===== src/rtl/rtc_irq_hub.sv =====
module rtc_irq_hub #(
  parameter int AW    = 3,
  parameter int DW    = 8,
  parameter int NTICK = 6
) (
  input  logic             clk,
  input  logic             rst_n,
  input  logic             cs,
  input  logic             page,
  input  logic [AW-1:0]    addr,
  input  logic             rd,
  input  logic             wr,
  input  logic [DW-1:0]    wdata,
  output logic [DW-1:0]    rdata,
  input  logic             alarm_evt,
  input  logic [NTICK-1:0] tick_evt,
  input  logic             pfail,
  output logic             irq_n,
  output logic             mfo
);
  localparam logic [AW-1:0] A_STAT  = AW'(0);
  localparam logic [AW-1:0] A_ROUTE = AW'(2);
  localparam logic [AW-1:0] A_TICK  = AW'(3);
  localparam logic [AW-1:0] A_EVEN  = AW'(4);
  localparam int B_PF  = 1;
  localparam int B_PER = 2;
  localparam int B_ALM = 3;

  logic [NTICK-1:0] tick_flag, tick_en;
  logic             alm_ie, pf_ie, route;
  logic             st_pf, st_per, st_alm;

  logic sel_stat, sel_tick, sel_tick_en, sel_even, sel_route;
  assign sel_stat    = cs && addr == A_STAT;
  assign sel_tick    = cs && !page && addr == A_TICK;
  assign sel_tick_en = cs &&  page && addr == A_TICK;
  assign sel_even    = cs &&  page && addr == A_EVEN;
  assign sel_route   = cs &&  page && addr == A_ROUTE;

  logic stat_wr, pf_int, per_hit, pf_irq, any_irq;
  assign stat_wr = sel_stat && wr;
  assign pf_int  = pfail && !cs;
  assign per_hit = |(tick_evt & tick_en);
  assign pf_irq  = st_pf && pf_ie;
  assign any_irq = st_per || (st_alm && alm_ie) || (pf_irq && !route);

  assign irq_n = !any_irq;
  assign mfo   = pf_irq && route;

  always_ff @(posedge clk or negedge rst_n) begin
    if (!rst_n) begin
      tick_en <= '0;
      alm_ie  <= 1'b0;
      pf_ie   <= 1'b0;
      route   <= 1'b0;
    end else if (wr) begin
      if (sel_tick_en) tick_en <= wdata[NTICK-1:0];
      if (sel_even)    {pf_ie, alm_ie} <= wdata[1:0];
      if (sel_route)   route <= wdata[0];
    end
  end

  always_ff @(posedge clk or negedge rst_n) begin
    if (!rst_n) tick_flag <= '0;
    else        tick_flag <= ((sel_tick && (rd || wr)) ? '0 : tick_flag) | tick_evt;
  end

  always_ff @(posedge clk or negedge rst_n) begin
    if (!rst_n) begin
      st_pf  <= 1'b0;
      st_per <= 1'b0;
      st_alm <= 1'b0;
    end else begin
      st_pf  <= (st_pf || (pf_ie && pf_int)) && pfail;
      st_per <= (st_per && !(stat_wr && wdata[B_PER])) || per_hit;
      st_alm <= (st_alm && !(stat_wr && wdata[B_ALM])) || alarm_evt;
    end
  end

  logic [DW-1:0] stat_val;
  always_comb begin
    stat_val        = '0;
    stat_val[0]     = !irq_n || mfo;
    stat_val[B_PF]  = st_pf;
    stat_val[B_PER] = st_per;
    stat_val[B_ALM] = st_alm;
  end

  always_comb begin
    rdata = '0;
    if (cs && rd) begin
      if (sel_stat)         rdata = stat_val;
      else if (sel_tick)    rdata[NTICK-1:0] = tick_flag;
      else if (sel_tick_en) rdata[NTICK-1:0] = tick_en;
      else if (sel_even)    rdata[1:0] = {pf_ie, alm_ie};
      else if (sel_route)   rdata[0] = route;
    end
  end
endmodule


===== config.mk =====
export PLATFORM = sky130hd
export DESIGN_NAME = rtc_irq_hub
export DESIGN_NICKNAME = d
export VERILOG_FILES = /design/src/rtl/rtc_irq_hub.sv
export SDC_FILE = /design/constraint.sdc
export NUM_CORES = 1
export LEC_CHECK = 0
export BUFFER_PORTS_ARGS = -buffer_cell sky130_fd_sc_hd__buf_2
export CAP_MARGIN = 10
export CORE_MARGIN = 2
export CORE_UTILIZATION = 35
export DETAILED_ROUTE_END_ITERATION = 10
export PLACE_DENSITY = 0.7
export SYNTH_ARGS = -nofsm -noshare
export SYNTH_HDL_FRONTEND = slang
export SYNTH_SLANG_ARGS = --single-unit

===== constraint.sdc =====
create_clock -name clk -period 1.4 [get_ports clk]
set_input_delay 0.14 -clock clk [delete_from_list [all_inputs] [get_ports clk]]
set_output_delay 0.14 -clock clk [all_outputs]
set_load 0.005 [all_outputs]

==> results of run 1 <==
-- routing by layer --
metal,wire length (um),GRT usage (%),vias up
met1,1010,21.5,444
met4,55,7.31,0
met2,1180,24.5,44
met5,0,0,-
met3,192,2.49,6
li1,-,-,432
-- cell families after synthesis --
group           Yosys count
flops                    18
mux                      14
compound gates           22
other cells               1
simple gates             28
buf+inv                   6
-- layout by cell type, fill, tap and decap left out, drive strengths merged, types with 3 or more instances in the layout --
master / netlist / layout
a22oi: 3 / 3
nand2: 4 / 4
mux2: 9 / 9
a211oi: 3 / 3
mux2i: 5 / 5
dfrtp: 18 / 18
nor3: 3 / 3
a21o: 8 / 8
nor2: 5 / 5
clkbuf: 1 / 4
nor4b: 3 / 3
nand3: 4 / 4
buf: 3 / 43
-- power by group through the flow --
stage / Sequential, mW / Combinational [mW] / Clock, mW
floorplan: 0.624 / 0.129 / 0
global placement: 0.629 / 0.244 / 0
detailed placement: 0.632 / 0.254 / 0
CTS: 0.622 / 0.271 / 0.323
global route: 0.631 / 0.337 / 0.346
finish: 0.622 / 0.304 / 0.312
-- per-stage QoR --
| stage | worst slack (ns) | instances |
|---|---|---|
| floorplan | 0.195 | 90 |
| global placement | -0.0128 | 158 |
| detailed placement | -0.0457 | 158 |
| CTS | -0.276 | 163 |
| global route | -0.305 | 165 |
| finish | -0.209 | 165 |
-- worst max-delay path, cell delays in order (launching register included) --
cell and delay [ns]:
dfrtp_1 0.37, nor4bb_4 0.21, a211oi_2 0.12, o41ai_2 0.31, buf_2 0.17
-- registers in the layout, indices dropped and copies added, names as in the netlist --
signal,flops
tick_en,6
st_pf,1
st_per,1
tick_flag,6
route,1
st_alm,1
alm_ie,1
pf_ie,1
-- worst max-delay path by stage --
stage,end,cells past startpoint,slack [ns],from
after floorplan,rdata[0],3,0.20,alm_ie
after global placement,rdata[0],4,-0.01,alm_ie
after detailed placement,rdata[0],4,-0.05,alm_ie
after CTS,rdata[0],4,-0.28,alm_ie
after global routing,rdata[0],4,-0.30,alm_ie
final,rdata[0],4,-0.21,alm_ie
-- what timing repair did --
| item | 4_1_cts | 5_1_grt |
|---|---|---|
| endpoints found under the hold margin | 18 | 0 |
| hold buffers | 1 | 0 |
| pin swaps | 5 | 3 |
| gates resized for setup | 7 | 7 |
| buffers inserted | 0 | 2 |
| cloned | 0 | 0 |
| setup endpoints to repair | 3 | 5 |
-- final cells by class --
type,instances,area [sq um]
well taps,31,38.8
flip-flops and latches,18,450
multi-input cells,66,587
fillers,262,1350
clock buffers,4,36.3
inverters,2,7.51
repair buffers,44,268
==> results.ini, run 1 <==
[run_status]
status=finished, violations left
violations=negative setup slack

[synthesis]
yosysWarningCount=0
synth_xor_area_share_pct=0
netlist_area_sq_um=995
synth-edff-count=0
yosys.area.top_type_share_pct=45.3
synth_cells=89
synth_seq_cells=18
ys_seq_area_share_pct=45.3
synth-compound-area-share_pct=16.9
yosysTopAreaCell=dfrtp_1
synth_flop_cell=dfrtp_1
yosysMostFrequentCell=dfrtp_1
synth_fa_ha_area_share_pct=0
synth_commonest_cells=dfrtp_1, mux2_2, a21o_1, mux2i_1, nor2_1
synth_area_leaders=dfrtp_1, mux2_2, a21o_1
synthArstFlopShare_pct=100
synth_top_family_by_area=simple AND/OR/NAND/NOR gates
synthDistinctLibCells=32
synth-simple-area-share_pct=19.1
synth.avg_cell_area_sq_um=11.2
muxShareOfSynthArea_pct=15.2

[min_path]
holdPathStages=2
worstHoldEndpoint=st_alm
min_from=alarm_evt
hp-class=input port to flip-flop

[global_route]
grt_antenna_before_repair=0
grt_pass1_wl_um=3970
grt_pass1_vias=874
track_usage_pct=15.7
grt_max_degree=19
gr-total-overflow=0

[power]
powerDensity_mw_per_mm2=892
power.net_switching_mw=0.333
p_leak_nw=0.635
total_power_mw=1.24
power_frac_seq_pct=50.2
p_int_mw=0.905
sw_frac_of_total_pct=26.9
p_clk_share_pct=25.2
ir_drop_mv=0.778
power_frac_comb_pct=24.6

[clocking]
ctsRootBufferMaster=clkbuf_4
cts_buffers=3
cts_tree=built
cts.htree.levels=1
clk_pin_slew_ns=0.10
clkSinkCount=18
clk_path_buf_depth=2
insertion_delay_ns=0.29

[placed_design]
port_buffers=30
placed_cell_area_sq_mm=0.00125
dp_hpwl_um=1870
place_congestion=0.813

[timing]
min_period_ns=1.61
setup_ws_ns=-0.209
fin_skew_ns=0.00100
hold_slack_ns=0.0317
fin_crit_sh_pct=115
rsz0062_at_grt=true
tns_ns=-0.401
hold_viol=0
timing.fmax_ghz=0.621
slew_violations=0
setup_violations=3

[drt]
drt_iter0_markers=23
num_vias=926
ant_nets=0
wl_per_cell_um=14.8
drcViolationCount=0
viasPerCell=5.61
dr.pass1.iters=4
drt-total-wl_um=2440

[floorplanning]
fp.dieH_um=57.3
num_rows=19
die-area_sq_mm=0.00328
dieWidth_um=57.3
ios=35
start_util_pct=36.4
core_area_sq_mm=0.00273

[finish]
fin_area_sq_mm=0.00139
layout.nets=160
antenna_cells=0
postLayoutCoreUtil_pct=50.8
drive_gt1_share_pct=50.0
area_delta_synth_final_pct=39.5

[setup_path]
cp-end-kind=output pin
cp-start-kind=flip-flop
critPathMaxFanout=2
reg2reg_slack_ns=0.38
required_ns=1.26
reg2regPathDepth=4
critical_path_arrival_ns=1.47
reg2reg_from=tick_en[2]
r2r_end=st_per
critPathKind=flip-flop to output pin

[run]
cap_violations=0

Power figures use the tool's default switching activity.
==> run 2: changes to the inputs <==
--- a/config.mk
+++ b/config.mk
@@ -10,7 +10,9 @@
 export CORE_MARGIN = 2
 export CORE_UTILIZATION = 35
 export DETAILED_ROUTE_END_ITERATION = 10
+export GPL_ROUTABILITY_DRIVEN = 0
 export PLACE_DENSITY = 0.7
+export RECOVER_POWER = 100
 export SYNTH_ARGS = -nofsm -noshare
 export SYNTH_HDL_FRONTEND = slang
 export SYNTH_SLANG_ARGS = --single-unit
==> results.ini, run 2 (synthesis gave the netlist of run 1 again) <==
[clocking]
cts_buffers=3
ctsRootBufferMaster=clkbuf_4
cts.htree.levels=1
clk_pin_slew_ns=0.10
insertion_delay_ns=0.29
clk_path_buf_depth=2
cts_tree=built
clkSinkCount=18

[timing]
maxSlewHeadroom_pct=37.3
min_period_ns=1.61
timing.fmax_ghz=0.621
fin_skew_ns=0.00117
setup_violations=3
max_slew.worst_pin.slew_ns=0.941
hold_slack_ns=0.0315
slew_violations=0
setup_ws_ns=-0.209
fin_crit_sh_pct=115
rsz0062_at_grt=true
hold_viol=0

[power]
p_clk_share_pct=25.2
p_leak_nw=0.632
powerDensity_mw_per_mm2=893
sw_frac_of_total_pct=26.9
p_int_mw=0.905
power_frac_seq_pct=50.2
power_frac_comb_pct=24.6
ir_drop_mv=0.779
power.net_switching_mw=0.333

[setup_path]
cp-end-kind=output pin
reg2reg_slack_ns=0.38
critPathKind=flip-flop to output pin
critical_path_arrival_ns=1.47
critPathMaxFanout=2
cp-start-kind=flip-flop
required_ns=1.26

[finish]
antenna_cells=0
final_cell_mix=buf_2, dfrtp_1, buf_4
top_regs=tick_en: 6 flops, tick_flag: 6 flops
area_delta_synth_final_pct=39.4
final_common_cell=buf_2
layout.nets=160
drive_gt1_share_pct=49.3

[global_route]
grt_max_degree=19
grt_antenna_before_repair=0
grt_pass1_wl_um=3970
track_usage_pct=15.7
grt_pass1_vias=874
gr-total-overflow=0

[placed_design]
dp_slack_ns=-0.0457
dp_hpwl_um=1870
port_buffers=30

[drt]
wl_per_cell_um=14.8
num_vias=926
ant_nets=0
drcViolationCount=0
viasPerCell=5.61
dr.pass1.iters=4
drt_iter0_markers=23
drt-total-wl_um=2440

[run_status]
status=finished, violations left
violations=negative setup slack

[min_path]
hp-class=input port to flip-flop

[floorplanning]
num_rows=19
core_area_sq_mm=0.00273
ios=35
fp.dieH_um=57.3
start_util_pct=36.4
die-area_sq_mm=0.00328
dieWidth_um=57.3

[run]
cap_violations=0

## run 2: changes by cell type in the layout (fill, tap and decap cells not counted), sizes merged
cell    before  now
buf         43   42
clkbuf       4    5
## run 2: metal layers
layer  global-route usage, %  wire length [um]  vias up
li1                        -                 -      432
met2                    24.5              1180       44
met1                    21.5              1010      444
met3                    2.49               192        6
met4                    7.31                55        0
met5                       0                 0        -
## run 2: per-stage QoR
stage	area (sq um)	util [%]	instances	TNS, ns	power, mW
after global placement	1250	45.6	158	-0.0128	0.872
final	1390	50.7	165	-0.401	1.24
after detailed placement	1250	45.6	158	-0.0478	0.886
after floorplan	998	-	90	0	0.753
after CTS	1330	48.7	163	-0.399	1.22
after global routing	1390	50.7	165	-0.639	1.31
## run 2: worst paths after layout
path / start / endpoint / cells after the start
setup / recovery: alm_ie / rdata[0] / 4
hold / removal: alarm_evt / st_alm / 2
setup reg to reg: tick_en[2] / st_per / 4
hold reg to reg: tick_flag[0] / tick_flag[0] / 1
max in group asynchronous: rst_n / alm_ie / 2
min in group asynchronous: rst_n / tick_flag[5] / 2
## run 2: what timing repair did
item / CTS / global route
endpoints found under the setup margin: 3 / 5
resized for setup: 7 / 7
hold endpoints to repair: 18 / 0
cloned: 0 / 0
hold buffers: 1 / 0
pin swaps: 5 / 3
buffers inserted: 0 / 2
## run 2: layout make-up
| class | count | area (sq um) |
|---|---|---|
| fillers | 263 | 1350 |
| inverters | 2 | 7.51 |
| repair buffers | 44 | 267 |
| multi-input cells | 66 | 587 |
| well taps | 31 | 38.8 |
| flip-flops and latches | 18 | 450 |
| clock buffers | 4 | 36.3 |
## run 2: power by group through the flow
| stage | clock network [mW] | logic, mW | registers (mW) |
|---|---|---|---|
| final | 0.312 | 0.304 | 0.622 |
| after global placement | 0 | 0.244 | 0.629 |
| after CTS | 0.323 | 0.271 | 0.622 |
| after detailed placement | 0 | 0.254 | 0.632 |
| after global routing | 0.346 | 0.336 | 0.631 |
| after floorplan | 0 | 0.129 | 0.624 |
## run 2: worst max-delay path, cell delays in order, from the launching register on
cell,delay (ns)
dfrtp_1,0.37
nor4bb_4,0.21
a211oi_2,0.12
o41ai_2,0.31
buf_2,0.17
==> run 3: changes to the inputs <==
==> constraint.sdc (replaced) <==
create_clock -name clk -period 1.8 [get_ports clk]
set_input_delay 0.18 -clock clk [delete_from_list [all_inputs] [get_ports clk]]
set_output_delay 0.18 -clock clk [all_outputs]
set_load 0.005 [all_outputs]
==> results.ini, run 3 (synthesis gave the netlist of run 1 again) <==
[run_status]
status=complete, no violations

[timing]
tns_ns=0
maxSlewHeadroom_pct=33.6
hold_slack_ns=0.0695
max_slew.worst_pin.slew_ns=0.996
min_period_ns=1.69
fin_skew_ns=0.00107
fin_crit_sh_pct=94.1
hold_viol=0
rsz0062_at_grt=false
timing.fmax_ghz=0.590
slew_violations=0
setup_violations=0

[finish]
final_common_cell=buf_2
layout.nets=150
drive_gt1_share_pct=32.5
top_regs=tick_en: 6 flops, tick_flag: 6 flops
postLayoutCoreUtil_pct=44.9
final_cell_mix=buf_2, dfrtp_1, clkbuf_1
fin_area_sq_mm=0.00123
antenna_cells=0
area_delta_synth_final_pct=23.3

[floorplanning]
start_util_pct=36.4
core_area_sq_mm=0.00273
fp.dieH_um=57.3
ios=35
dieWidth_um=57.3
num_rows=19
die-area_sq_mm=0.00328

[global_route]
grt_max_degree=19
grt_antenna_before_repair=0
track_usage_pct=14.6
gr-total-overflow=0
grt_pass1_wl_um=3750
grt_pass1_vias=816

[clocking]
clkSinkCount=18
cts.htree.levels=1
cts_buffers=3
cts_tree=built
clk_pin_slew_ns=0.09
clk_path_buf_depth=2
ctsRootBufferMaster=clkbuf_4
insertion_delay_ns=0.28

[setup_path]
reg2reg_from=tick_en[1]
cp-end-kind=output pin
critical_path_arrival_ns=1.51
critPathMaxFanout=6
crit_end=rdata[1]
reg2reg_slack_ns=0.81
reg2regPathDepth=3
critPathKind=flip-flop to output pin
r2r_end=st_per
required_ns=1.62
startpoint=pf_ie
cp-start-kind=flip-flop

[min_path]
hp-class=input port to flip-flop

[power]
p_leak_nw=0.528
powerDensity_mw_per_mm2=696
total_power_mw=0.854
ir_drop_mv=0.427

[drt]
wl_per_cell_um=14.8
ant_nets=0
num_vias=852
viasPerCell=5.53
drt_iter0_markers=33
drt-total-wl_um=2280
drcViolationCount=0
dr.pass1.iters=4

[placed_design]
dp_hpwl_um=1680
placed_cell_area_sq_mm=0.00118
port_buffers=30

[run]
cap_violations=0

==> run 3: layout make-up <==
| type | count | area [sq um] |
|---|---|---|
| fill | 266 | 1510 |
| tap | 31 | 38.8 |
| inverter | 2 | 7.51 |
| sequential | 18 | 450 |
| timing repair buffer | 34 | 168 |
| multi-input combinational | 66 | 539 |
| clock buffer | 3 | 22.5 |
==> run 3: where the power goes <==
| part | internal [mW] | leakage [nW] | switching (mW) | total (mW) |
|---|---|---|---|---|
| Clock | 0.0775 | 0.0138 | 0.109 | 0.187 |
| Sequential | 0.449 | 0.200 | 0.0423 | 0.491 |
| Combinational | 0.0958 | 0.315 | 0.0797 | 0.176 |
==> run 3: worst min path at each step <==
stage                    from         end  cells past startpoint  slack [ns]
global route        alarm_evt      st_alm                      2        0.06
finish              alarm_evt      st_alm                      2        0.07
CTS                 alarm_evt      st_alm                      2        0.07
global placement        rst_n  tick_en[5]                      1        0.12
detailed placement      rst_n  tick_en[5]                      1        0.13
floorplan               rst_n      alm_ie                      0       -0.12
==> run 3: critical path, stage by stage, from the launching register on <==
cell	delay, ns
dfrtp_1	0.44
nand2_1	0.09
a2111oi_2	0.41
o21a_1	0.17
clkbuf_1	0.12
==> run 3: timing repair <==
item	in CTS	in global routing
gates resized for setup	0	6
pin swaps	1	2
setup buffers	0	1
endpoints found under the setup margin	1	2
hold endpoints to repair	18	0
hold buffers	1	0
==> run 3: routing by layer <==
layer / part of all wire, % / global-route usage (%)
met5: 0 / 0
met2: 45 / 21.0
met4: 0.61 / 4.98
met3: 7.2 / 2.49
met1: 47 / 22.3
==> run 3: per-stage QoR <==
step / worst slack, ns / std cells
after floorplan: 0.555 / 90
after global placement: 0.269 / 149
after global routing: 0.0112 / 154
after CTS: 0.00338 / 153
after detailed placement: 0.189 / 149
final: 0.106 / 154
